==> src/rtl/tdmser_pkg.sv <==
package tdmser_pkg;
  // Strobes issued by control toward the datapath on each rising bit-clock edge
  typedef struct packed {
    logic load;   // copy parallel words into the shift register
    logic shift;  // move one position toward the MSB, fill from cascade
  } serStrobe_t;
endpackage

==> src/rtl/tdmser_ctrl.sv <==
module tdmser_ctrl
  import tdmser_pkg::*;
(
  input  logic       bitClk,
  input  logic       rstN,
  input  logic       frameSync,
  output serStrobe_t strobe
);
  logic fsPrev;
  logic fsRise;

  // Track previous frame-sync level so a long pulse loads only once
  always_ff @(posedge bitClk or negedge rstN) begin
    if (!rstN) fsPrev <= 1'b0;
    else       fsPrev <= frameSync;
  end

  assign fsRise = frameSync & ~fsPrev;

  // Load wins over shift on the edge that sees the rising frame sync
  always_comb begin
    strobe.load  = fsRise;
    strobe.shift = ~fsRise;
  end

  // two consecutive load strobes never occur
  a_r6_one_load: assert property (@(posedge bitClk) disable iff (!rstN)
    strobe.load |=> !strobe.load);

  // a load only ever happens while the frame-sync port is high
  a_r6_load_needs_fs: assert property (@(posedge bitClk) disable iff (!rstN)
    strobe.load |-> frameSync);
endmodule

==> src/rtl/tdmser_datapath.sv <==
module tdmser_datapath
  import tdmser_pkg::*;
#(
  parameter int WORD_W = 32
) (
  input  logic              bitClk,
  input  logic              rstN,
  input  serStrobe_t        strobe,
  input  logic [WORD_W-1:0] leftIn,
  input  logic [WORD_W-1:0] rightIn,
  input  logic              cascadeIn,
  output logic              serialOut
);
  localparam int FRAME_W = 2 * WORD_W;

  logic [FRAME_W-1:0] shiftReg;
  logic               outQ;

  // Rising edge: parallel load or shift with cascade fill
  always_ff @(posedge bitClk or negedge rstN) begin
    if (!rstN)             shiftReg <= '0;
    else if (strobe.load)  shiftReg <= {leftIn, rightIn};
    else if (strobe.shift) shiftReg <= {shiftReg[FRAME_W-2:0], cascadeIn};
  end

  // Falling edge: present MSB so receivers sample it on the rising edge
  always_ff @(negedge bitClk or negedge rstN) begin
    if (!rstN) outQ <= 1'b0;
    else       outQ <= shiftReg[FRAME_W-1];
  end

  assign serialOut = outQ;

  // load strobe captures both words
  a_r2_load_capture: assert property (@(posedge bitClk) disable iff (!rstN)
    strobe.load |=> shiftReg == {$past(leftIn), $past(rightIn)});

  // left MSB is on the output by the next rising edge
  a_r2_msb_out: assert property (@(posedge bitClk) disable iff (!rstN)
    strobe.load |=> serialOut == $past(leftIn[WORD_W-1]));

  // shift moves the word up and takes the cascade bit at the bottom
  a_r4_shift_in: assert property (@(posedge bitClk) disable iff (!rstN)
    strobe.shift |=> (shiftReg[0] == $past(cascadeIn)) &&
                     (shiftReg[FRAME_W-1:1] == $past(shiftReg[FRAME_W-2:0])));
endmodule

==> src/rtl/tdm_chain_serializer.sv <==
module tdm_chain_serializer
  import tdmser_pkg::*;
#(
  parameter int WORD_W = 32
) (
  input  logic              bitClk,
  input  logic              rstN,
  input  logic              frameSync,
  input  logic [WORD_W-1:0] leftIn,
  input  logic [WORD_W-1:0] rightIn,
  input  logic              cascadeIn,
  output logic              serialOut
);
  serStrobe_t strobe;

  tdmser_ctrl ctrl_i (
    .bitClk    (bitClk),
    .rstN      (rstN),
    .frameSync (frameSync),
    .strobe    (strobe)
  );

  tdmser_datapath #(.WORD_W(WORD_W)) dp_i (
    .bitClk    (bitClk),
    .rstN      (rstN),
    .strobe    (strobe),
    .leftIn    (leftIn),
    .rightIn   (rightIn),
    .cascadeIn (cascadeIn),
    .serialOut (serialOut)
  );
endmodule

==> config.mk <==
export PLATFORM = sky130hd
export DESIGN_NAME = tdm_chain_serializer
export DESIGN_NICKNAME = d
export VERILOG_FILES = /design/src/rtl/tdmser_pkg.sv /design/src/rtl/tdmser_ctrl.sv /design/src/rtl/tdmser_datapath.sv /design/src/rtl/tdm_chain_serializer.sv
export SDC_FILE = /design/constraint.sdc
export NUM_CORES = 1
export LEC_CHECK = 0
export BUFFER_PORTS_ARGS = -buffer_cell sky130_fd_sc_hd__buf_4
export CAP_MARGIN = 15
export CORE_MARGIN = 10
export CORE_UTILIZATION = 47
export DETAILED_ROUTE_END_ITERATION = 12
export PLACE_DENSITY = 0.74
export SLEW_MARGIN = 20
export SYNTH_ARGS = -nofsm -noshare
export SYNTH_HDL_FRONTEND = slang
export SYNTH_SLANG_ARGS = --single-unit
==> constraint.sdc <==
create_clock -name bitClk -period 1.1 [get_ports bitClk]
set_input_delay 0.11 -clock bitClk [delete_from_list [all_inputs] [get_ports bitClk]]
set_output_delay 0.11 -clock bitClk [all_outputs]
set_load 0.01 [all_outputs]
==> reports/results.tsv <==
stage	metric	value	unit
sta	final setup skew	0.00605	ns
cells_and_area	antenna diode count	0	
die	core area	5610	um^2
sta	final setup margin	-0.367	ns
setup_path	CP cell instances	buf_6	
power_and_ir_drop	power density over cell area	1460	nW/um^2
yosys	post-synthesis mux area share	0.344	
die	Die ar.	9310	um^2
outcome	status	finished with violations	
place	Final Wtd Congestion	0.685	
setup_path	Buf/Inv on CP	1	
clocking	Sink Count	66	
setup_path	Critical Path AT	1.36	ns
drt	Routed Wire Length	5420	um
yosys	syn_nets	206	
cells_and_area	synth-to-layout area growth	41.0	%
setup_path	CP max FO	1	
sta	slew margin rel.	0.753	
drt	number of routed nets with antenna violations	0	
drt	Detailed Routing Iterations Pass 1	4	
outcome	failing checks	negative setup slack	
cells_and_area	Nets	318	
global_routing	Global Route Usage Sum	0.124	
yosys	Syn Area/Cell	19.9	um^2
yosys	post-synth top area share	0.591	
sta	fin. max-slew vios	0	
yosys	Adder-Cell Fraction of Synth Area	0	
yosys	Post-Synth XOR/XNOR Area	0	
setup_path	Critical Path Start Type	register	
yosys	top post-synthesis cells by area	dfrtp_1 59%, mux2_4 33%, buf_12 5.1%, mux2_2 1.6%, dfrtn_1 0.91%	
sta	Final Hold Fails	0	
power_and_ir_drop	total power	5.68	mW
drt	drt drc	0	
cells_and_area	Core Util, Final	0.692	
die	Die H	96.5	um
global_routing	largest net degree at the start of global routing	31	
clocking	TritonCTS clock tree	yes	
global_routing	GR Overflow Total	0	
sta	count of final setup violators	65	
cells_and_area	multi-input logic area	973	um^2
place	DP HPWL	3580	um
sta	RSZ-0062 raised after global routing	yes	
clocking	Clk pin slew, worst setup/hold paths	0.07	ns
global_routing	first-pass GRT wire length	8740	um
cells_and_area	Storage cell area	1650	um^2
die	Initial Util	0.491	
setup_path	Setup Crit Path Kind	register to output pin	
sta	Fin Hold WS	0.0235	ns
setup_path	Crit. End Element	output pin	
yosys	Yosys reg bits	66	
setup_path	slowest CP cell	dfrtn_1	
drt	via count	1485	
power_and_ir_drop	maximum vdd drop	0.000769	V
run	max cap viols	0	
cells_and_area	layout cells sized above 1	0.634	
drt	drt via density	4.56	
setup_path	Data required, critical path	0.99	ns
place	Port-buffer cells	68	
yosys	largest family of logic cells by synthesized area	multiplexers	
yosys	Synth Area in Simple Gates	0.00500	
yosys	sequential fraction of the synthesis area	0.600	
clocking	root cell of the clock tree	clkbuf_8	
global_routing	initial antenna violation count	0	
yosys	Mapped Area	2750	um^2
global_routing	vias in the first global route	1730	
clocking	latest clock arrival within the worst-skew pair	0.32	ns
yosys	Synth Instances	138	
sta	worst-margin pin slew	0.371	ns
power_and_ir_drop	Lkg Pwr	1.98	nW
worst_hold_path	Worst Hold Class	input port to register	
clocking	Num CTS Buffers	9	
setup_path	CP max stage delay	0.40	ns
yosys	Yosys warning count	0	
yosys	Synth Area in Compound Gates	0	
cells_and_area	fillers	378	
yosys	synth unique cells	6	
clocking	clk buf depth	2	
die	die width	96.5	um
clocking	H-tree Lvls	3	
drt	WL/cell	16.6	um
setup_path	CP delay by family, top	flip-flops	
drt	DRT iter0 DRCs	25	
yosys	largest area contributor in the netlist	dfrtp_1	
die	Rows	27	
die	IO Pins	69	
[power by group]
group	switching, mW	internal, mW
logic	0.281	0.768
clock network	0.820	0.918
registers	0.117	2.78
[flip-flops by register name, summed over array words and instances, names as in the netlist]
signal,flops
ctrl_i.fsPrev,1
dp_i.shiftReg,64
dp_i.serialOut,1
[layout make-up]
class,instances,area share
Multi-Input combinational cell,66,0.251
Clock inverter,3,0.00387
Timing Repair Buffer,107,0.256
Clock buffer,12,0.0400
Tap cell,72,0.0232
Sequential cell,66,0.426
[logic make-up (layout without fill, tap and decap cells)]
kind of cell	count (synthesis)	after routing
AND/OR/NAND/NOR	1	2
flip-flops	66	66
multiplexers	64	64
buffers and inverters	7	122
[layer usage]
metal / part of all wire / wire length (um) / GRT usage / up-vias
li1: - / - / - / 702
met1: 0.48 / 2590 / 0.173 / 735
met2: 0.45 / 2440 / 0.171 / 46
met3: 0.071 / 383 / 0.0439 / 2
met4: 0.0022 / 12 / 0.0508 / 0
met5: 0 / 0 / 0 / -
[metrics by stage]
stage               worst slack [ns]  cells  cell area [um^2]  setup TNS (ns)
finish                        -0.367    326              3880           -8.87
global route                  -0.385    326              3880          -10.66
CTS                           -0.382    328              3920           -9.14
detailed placement           -0.0583    279              3310           -2.41
global placement             -0.0485    279              3310           -1.81
floorplan                    -0.0724    138              2750           -4.35
[final timing paths]
path | startpoint | to | slack [ns] | depth (start not counted)
worst max-delay path | dp_i.serialOut | serialOut | -0.37 | 1
worst min-delay path | leftIn[14] | dp_i.shiftReg[46] | 0.02 | 2
worst max register to register | ctrl_i.fsPrev | dp_i.shiftReg[54] | -0.17 | 4
worst min register to register | dp_i.shiftReg[44] | dp_i.shiftReg[45] | 0.47 | 1
max in group asynchronous | rstN | dp_i.serialOut | 0.24 | 2
min in group asynchronous | rstN | dp_i.shiftReg[46] | 0.19 | 2
[cell usage after synthesis]
| cell | number |
|---|---|
| dfrtp_1 | 65 |
| dfrtn_1 | 1 |
| mux2_4 | 60 |
| nand2b_4 | 1 |
| buf_12 | 7 |
| mux2_2 | 4 |
[repair_timing]
item	4_1_cts	5_1_grt
endpoints found under the hold margin	60	0
gates resized for setup	9	3
gates cloned	4	0
hold buffers	26	0
endpoints found under the setup margin	65	65
buffers inserted	4	0
[cells in the final DEF, fill, tap and decap left out]
master,instances
buf_12,6
buf_16,1
buf_4,69
buf_6,2
buf_8,3
clkbuf_1,1
clkbuf_8,11
clkinv_2,3
dfrtn_1,1
dfrtp_1,65
dlygate4sd3_1,26
mux2_2,4
mux2_4,60
nand2b_4,2
No activity file was read; power rests on OpenSTA's default activity.
